`config.mk`:
```
export PLATFORM = sky130hd
export DESIGN_NAME = led_status_drv
export DESIGN_NICKNAME = d
export VERILOG_FILES = /design/src/rtl/led_pkg.sv /design/src/rtl/led_tick_div.sv /design/src/rtl/led_act_seq.sv /design/src/rtl/led_od_stage.sv /design/src/rtl/led_status_drv.sv
export SDC_FILE = /design/constraint.sdc
export NUM_CORES = 1
export LEC_CHECK = 0
export BUFFER_PORTS_ARGS = -buffer_cell sky130_fd_sc_hd__clkbuf_2
export CAP_MARGIN = 20
export CORE_MARGIN = 2
export CORE_UTILIZATION = 40
export CTS_CLUSTER_DIAMETER = 80
export DETAILED_ROUTE_END_ITERATION = 16
export HOLD_SLACK_MARGIN = 0.02
export PLACE_DENSITY = 0.64
export SYNTH_ARGS = -nofsm -noshare
export SYNTH_HDL_FRONTEND = slang
export SYNTH_SLANG_ARGS = --single-unit
```
`constraint.sdc`:
```
create_clock -name clk -period 3.96 [get_ports clk]
set_input_delay 0.396 -clock clk [delete_from_list [all_inputs] [get_ports clk]]
set_output_delay 0.396 -clock clk [all_outputs]
set_load 0.005 [all_outputs]
```
`src/rtl/led_pkg.sv`:
```
package led_pkg;
   localparam int NUM_LEDS   = 3;
   localparam int LED_SPEED  = 0;
   localparam int LED_LINK   = 1;
   localparam int LED_DUPLEX = 2;

   typedef enum logic [1:0] {
      SEQ_IDLE  = 2'd0,
      SEQ_OFF   = 2'd1,
      SEQ_MINON = 2'd2
   } seq_st_e;
endpackage

```
`src/rtl/led_tick_div.sv`:
```
module led_tick_div #(
   parameter int unsigned DIV = 4
) (
   input  logic clk,
   input  logic rst_n,
   input  logic clr,
   output logic tick
);
   localparam int unsigned W = (DIV > 2) ? $clog2(DIV) : 1;
   localparam logic [W-1:0] LAST = W'(DIV - 1);

   if (DIV < 2) begin : g_bad_div
      $error("led_tick_div: DIV must be at least 2");
   end

   logic [W-1:0] cnt_q;

   assign tick = (cnt_q == LAST);

   always_ff @(posedge clk) begin
      if (!rst_n)      cnt_q <= '0;
      else if (clr)    cnt_q <= '0;
      else if (tick)   cnt_q <= '0;
      else             cnt_q <= cnt_q + 1'b1;
   end

   // ticks are separated, so phase lengths are whole multiples of DIV
   p_tick_gap_r4: assert property (@(posedge clk) disable iff (!rst_n)
      tick |=> !tick);

   // after a clear the divider needs a full period before the next tick
   p_clr_restart_r5: assert property (@(posedge clk) disable iff (!rst_n)
      clr |=> !tick);
endmodule

```
`src/rtl/led_act_seq.sv`:
```
module led_act_seq
   import led_pkg::*;
#(
   parameter int unsigned CLK_PER_TICK = 4,
   parameter int unsigned TICKS_OFF    = 3,
   parameter int unsigned TICKS_ON     = 2
) (
   input  logic clk,
   input  logic rst_n,
   input  logic hold,
   input  logic act,
   output logic blank
);
   localparam int unsigned PMAX = (TICKS_OFF > TICKS_ON) ? TICKS_OFF : TICKS_ON;
   localparam int unsigned PW   = (PMAX > 2) ? $clog2(PMAX) : 1;
   localparam logic [PW-1:0] OFF_LAST = PW'(TICKS_OFF - 1);
   localparam logic [PW-1:0] ON_LAST  = PW'(TICKS_ON - 1);

   if (TICKS_OFF < 1 || TICKS_ON < 1) begin : g_bad_ticks
      $error("led_act_seq: phase lengths must be at least one tick");
   end

   seq_st_e       st_q, st_d;
   logic [PW-1:0] ph_q, ph_d;
   logic          pend_q, pend_d;
   logic          start;
   logic          tick;

   led_tick_div #(.DIV(CLK_PER_TICK)) u_div (
      .clk   (clk),
      .rst_n (rst_n),
      .clr   (start),
      .tick  (tick)
   );

   always_comb begin
      st_d   = st_q;
      ph_d   = ph_q;
      pend_d = pend_q;
      start  = 1'b0;
      if (hold) begin
         st_d   = SEQ_IDLE;
         ph_d   = '0;
         pend_d = 1'b0;
      end else begin
         unique case (st_q)
            SEQ_IDLE: begin
               if (act) begin
                  st_d  = SEQ_OFF;
                  ph_d  = '0;
                  start = 1'b1;
               end
            end
            SEQ_OFF: begin
               if (act) pend_d = 1'b1;
               if (tick) begin
                  if (ph_q == OFF_LAST) begin
                     st_d = SEQ_MINON;
                     ph_d = '0;
                  end else begin
                     ph_d = ph_q + 1'b1;
                  end
               end
            end
            SEQ_MINON: begin
               if (act) pend_d = 1'b1;
               if (tick) begin
                  if (ph_q == ON_LAST) begin
                     ph_d = '0;
                     if (pend_q || act) begin
                        st_d   = SEQ_OFF;
                        pend_d = 1'b0;
                        start  = 1'b1;
                     end else begin
                        st_d = SEQ_IDLE;
                     end
                  end else begin
                     ph_d = ph_q + 1'b1;
                  end
               end
            end
            default: begin
               st_d   = SEQ_IDLE;
               ph_d   = '0;
               pend_d = 1'b0;
            end
         endcase
      end
   end

   always_ff @(posedge clk) begin
      if (!rst_n) begin
         st_q   <= SEQ_IDLE;
         ph_q   <= '0;
         pend_q <= 1'b0;
      end else begin
         st_q   <= st_d;
         ph_q   <= ph_d;
         pend_q <= pend_d;
      end
   end

   assign blank = (st_q == SEQ_OFF);

   // holding forces rest and drops remembered traffic
   p_hold_idle_r8: assert property (@(posedge clk) disable iff (!rst_n)
      hold |=> (st_q == SEQ_IDLE && !pend_q));

   // traffic while idle starts an off phase
   p_idle_start_r4: assert property (@(posedge clk) disable iff (!rst_n)
      (st_q == SEQ_IDLE && !hold && act) |=> (st_q == SEQ_OFF));

   // an off phase never ends straight into idle
   p_off_to_minon_r5: assert property (@(posedge clk) disable iff (!rst_n)
      (st_q == SEQ_OFF && !hold) |=> (st_q == SEQ_OFF || st_q == SEQ_MINON));

   // pending traffic during minimum-on never falls back to idle
   p_pend_restart_r6: assert property (@(posedge clk) disable iff (!rst_n)
      (st_q == SEQ_MINON && pend_q && !hold) |=> (st_q == SEQ_OFF || st_q == SEQ_MINON));

   // the phase counter stays inside the longest phase
   p_phase_bound_r5: assert property (@(posedge clk) disable iff (!rst_n)
      (32'(ph_q) < PMAX));
endmodule

```
`src/rtl/led_od_stage.sv`:
```
module led_od_stage #(
   parameter int unsigned WIDTH   = 3,
   parameter bit          OUT_REG = 1'b1
) (
   input  logic             clk,
   input  logic             rst_n,
   input  logic [WIDTH-1:0] want,
   output logic [WIDTH-1:0] pull,
   output logic [WIDTH-1:0] pin
);
   for (genvar i = 0; i < WIDTH; i++) begin : g_bit
      if (OUT_REG) begin : g_reg
         logic pull_q;
         always_ff @(posedge clk) begin
            if (!rst_n) pull_q <= 1'b0;
            else        pull_q <= want[i];
         end
         assign pull[i] = pull_q;
      end else begin : g_comb
         assign pull[i] = want[i];
      end
      assign pin[i] = pull[i] ? 1'b0 : 1'b1;
   end
endmodule

```
`src/rtl/led_status_drv.sv`:
```
module led_status_drv
   import led_pkg::*;
#(
   parameter int unsigned CLK_PER_TICK = 25000,
   parameter int unsigned TICKS_OFF    = 80,
   parameter int unsigned TICKS_ON     = 80,
   parameter bit          OUT_REG      = 1'b1
) (
   input  logic                clk,
   input  logic                rst_n,
   input  logic                gpio_mode,
   input  logic                link_up,
   input  logic                speed_100,
   input  logic                aneg_busy,
   input  logic                isolate,
   input  logic                full_dup,
   input  logic                tx_act,
   input  logic                rx_act,
   output logic [NUM_LEDS-1:0] led_pull,
   output logic [NUM_LEDS-1:0] led_pin
);
   logic                hold;
   logic                blank;
   logic [NUM_LEDS-1:0] want;

   assign hold = gpio_mode || !link_up;

   led_act_seq #(
      .CLK_PER_TICK (CLK_PER_TICK),
      .TICKS_OFF    (TICKS_OFF),
      .TICKS_ON     (TICKS_ON)
   ) u_seq (
      .clk   (clk),
      .rst_n (rst_n),
      .hold  (hold),
      .act   (tx_act || rx_act),
      .blank (blank)
   );

   always_comb begin
      want = '0;
      if (!gpio_mode) begin
         want[LED_SPEED]  = !isolate && (speed_100 || aneg_busy);
         want[LED_LINK]   = link_up && !blank;
         want[LED_DUPLEX] = link_up && full_dup;
      end
   end

   led_od_stage #(
      .WIDTH   (NUM_LEDS),
      .OUT_REG (OUT_REG)
   ) u_od (
      .clk   (clk),
      .rst_n (rst_n),
      .want  (want),
      .pull  (led_pull),
      .pin   (led_pin)
   );

   if (OUT_REG) begin : g_port_chk
      // general-purpose mode releases every lamp
      p_gpio_release_r9: assert property (@(posedge clk) disable iff (!rst_n)
         gpio_mode |=> (led_pull == '0));

      // fast rate or negotiation lights the speed lamp unless isolated
      p_speed_on_r1: assert property (@(posedge clk) disable iff (!rst_n)
         (!gpio_mode && !isolate && (speed_100 || aneg_busy)) |=> led_pull[LED_SPEED]);

      // isolation always darkens the speed lamp
      p_speed_iso_r2: assert property (@(posedge clk) disable iff (!rst_n)
         isolate |=> !led_pull[LED_SPEED]);

      // link loss darkens link and duplex lamps at the next update
      p_link_loss_r8: assert property (@(posedge clk) disable iff (!rst_n)
         !link_up |=> (!led_pull[LED_LINK] && !led_pull[LED_DUPLEX]));

      // full duplex on a live link lights the duplex lamp
      p_duplex_r7: assert property (@(posedge clk) disable iff (!rst_n)
         (!gpio_mode && link_up && full_dup) |=> led_pull[LED_DUPLEX]);
   end
endmodule

```
==> results.py <==
metrics = {
    "run_status": {
        "status": "completed",
    },
    "routing": {
        "drt_iter0_markers": 78,
        "ant_nets": 0,
        "wl_met2_mm": 1.56,
        "dr_total_vias": 1252,
        "drc": 0,
        "wl_met1_mm": 1.32,
        "firstDrtPassIters": 4,
        "routed-wl-met3_um": 86,
        "wl_per_cell_um": 12.8,
        "routed_wl_mm": 2.98,
        "vias_per_cell": 5.37,
        "top_layer": "met4",
    },
    "timing": {
        "hold_slack_ns": 0.278,
        "rsz0062_at_grt": "no",
        "tightest_slew_ns": 0.551,
        "maxSlewHeadroom_pct": 63.1,
        "final.setup.tns_ns": 0,
        "clock-skew-final_ns": 0.00923,
        "min_period_ns": 1.81,
        "slew_viol_final": 0,
        "finalSetupViolCount": 0,
        "min_period_over_period_pct": 45.8,
        "hold_viol_final": 0,
        "fmax_mhz": 551,
    },
    "floorplanning": {
        "rows": 22,
        "initial_core_util_pct": 42.1,
        "dieArea_sq_um": 4400,
        "ios": 16,
        "die_x_um": 66.3,
        "core_area_sq_um": 3690,
        "die_h_um": 66.3,
    },
    "clock_network": {
        "post_cts_buffers": 0,
        "cts_sinks": 28,
        "cts_max_level": 1,
        "cts_tree": "done",
        "clk_latency_ns": 0.28,
        "clk_path_buf_depth": 2,
        "path_clk_slew_ns": 0.10,
        "cts_root_buffer": "clkbuf_8",
        "cts_buffers": 3,
        "postCtsHoldBufs": 0,
        "cts_resized": 0,
    },
    "power_and_ir_drop": {
        "powerDensity_nw_per_um2": 289,
        "peakVddDrop_mv": 0.216,
        "leakagePower_nw": 0.612,
    },
    "yosys": {
        "syn_area_per_cell_sq_um": 8.98,
        "syn-instance-count": 173,
        "yosys_warnings": 0,
        "yosysSeqAreaShare_pct": 36.1,
        "synthFlopType": "dfxtp_1",
        "synth_area_sq_um": 1550,
        "syn_nets": 189,
        "synthDistinctLibCells": 50,
        "ys_ff_latch": 28,
        "synthArstFlopShare_pct": 0,
        "synth-edff-count": 0,
    },
    "setup_path": {
        "cp_data_arrival_time_ns": 1.99,
        "crit_path_end_kind": "flop",
        "reg2reg_slack_ns": 2.15,
        "startpoint_type": "flop",
        "critPathRequiredTime_ns": 4.14,
        "crit_fanout": 8,
        "worstSetupPathType": "flop to flop",
    },
    "placed_design": {
        "place_inst": 230,
        "portBuffers": 15,
        "gp_congestion": 0.859,
        "dp_hpwl_mm": 2.29,
        "placedInstanceArea_sq_um": 1640,
    },
    "finish": {
        "post-route-util_pct": 45.7,
        "stdcell_count": 233,
        "antenna_cells": 0,
        "nets": 203,
        "fill_cells": 371,
        "stdcell_area_sq_um": 1690,
        "drive_above_1_share_pct": 17.8,
        "syn2layout_area_growth_pct": 8.45,
    },
    "global_route": {
        "grt_pass1_vias": 1229,
        "grt-ovfl-total": 0,
        "grt_max_degree": 15,
        "grt_pass1_wl_mm": 5.33,
        "antenna_found_initial": 0,
        "track_usage_pct": 15.3,
    },
    "min_path": {
        "hold_class": "input pin to flop",
    },
    "job": {
        "max_cap_violations": 0,
    },
}
## metrics by stage
step | power, mW | setup WS, ns
floorplan | 0.324 | 2.33
global placement | 0.334 | 2.20
detailed placement | 0.335 | 2.18
CTS | 0.490 | 2.16
global route | 0.509 | 2.01
finish | 0.488 | 2.15
## worst max-delay path, cell delays in order, from the launching register on
cell,delay (ns)
dfxtp_1,0.34
inv_1,0.11
ha_1,0.28
nor3b_2,0.52
o32ai_4,0.15
mux2_4,0.31
## cell type report
cell class,count,area (sq um),share of cell area [%]
Multi-Input combinational cell,129,911,54.0
Sequential cell,28,561,33.3
Timing Repair Buffer,15,75.1,4.45
Tap cell,48,60.1,3.56
Clock buffer,3,41.3,2.45
Inverter,10,37.5,2.23
## final timing paths
check / to / depth (start not counted) / start
worst max register to register: u_seq.st_q[0]$_SDFFE_PP0P_ / 5 / u_seq.st_q[0]$_SDFFE_PP0P_
worst max-delay path: u_seq.st_q[0]$_SDFFE_PP0P_ / 5 / u_seq.st_q[0]$_SDFFE_PP0P_
worst min register to register: u_seq.u_div.cnt_q[0]$_SDFF_PP0_ / 1 / u_seq.u_div.cnt_q[0]$_SDFF_PP0_
worst min-delay path: u_od.g_bit[0].g_reg.pull_q$_SDFF_PP0_ / 2 / isolate
## power breakdown
group | leakage, nW | total, mW | switching (mW) | internal (mW)
Combinational | 0.364 | 0.0391 | 0.0222 | 0.0169
Clock | 0.0216 | 0.159 | 0.0910 | 0.0684
Sequential | 0.226 | 0.289 | 0.00355 | 0.285
## state kept, by name, indices dropped and copies added, names as in the netlist
signal	count
u_seq.pend_q	1
u_seq.ph_q	7
u_od.g_bit.g_reg.pull_q	3
u_seq.st_q	2
u_seq.u_div.cnt_q	15
## per-layer routing
layer  up-vias  track usage (%)
li1        639                -
met1       590             17.5
met2        21             28.7
met3         2             3.58
met4         0             3.06
met5         -                0
## cells in the final DEF, fill, tap and decap left out, types with 2 or more instances in the layout
master    instances
clkbuf_2         15
nand4_1           8
nor4_1            2
inv_1            10
nand3_1           7
nand2_1          12
nand2b_1          2
nand4_2           2
dfxtp_1          28
ha_1              6
nor4_2            2
clkbuf_8          3
and4_1            2
a21oi_1           4
o21ai_0           5
nor3_1            6
and2_1            2
o31ai_1           2
xor2_1            5
nand3_2           2
nor2_1           25
xnor2_1           8
## synth_stat cells (4+ instances only)
cell type	number	area (sq um)
nand2_1	12	45.0
buf_4	4	30.0
nor2_1	25	93.8
xor2_1	5	43.8
nand4_1	8	50.1
nand3_1	7	35.0
o21ai_0	5	25.0
dfxtp_1	28	561
a21oi_1	4	20.0
inv_1	10	37.5
ha_1	6	75.1
xnor2_1	8	70.1
nor3_1	6	30.0
## logic make-up after synthesis
| family | count (synthesis) | share of synthesized area (%) |
|---|---|---|
| DFF | 28 | 36.1 |
| xor gates and xnor gates | 13 | 7.33 |
| buffers and inverters | 16 | 5.31 |
| and+or+nand+nor | 86 | 33.5 |
| adders and majority gates | 6 | 4.83 |
| muxes | 2 | 1.61 |
| AOI/OAI and AO/OA | 22 | 11.4 |
(Power assumes the default switching activity.)
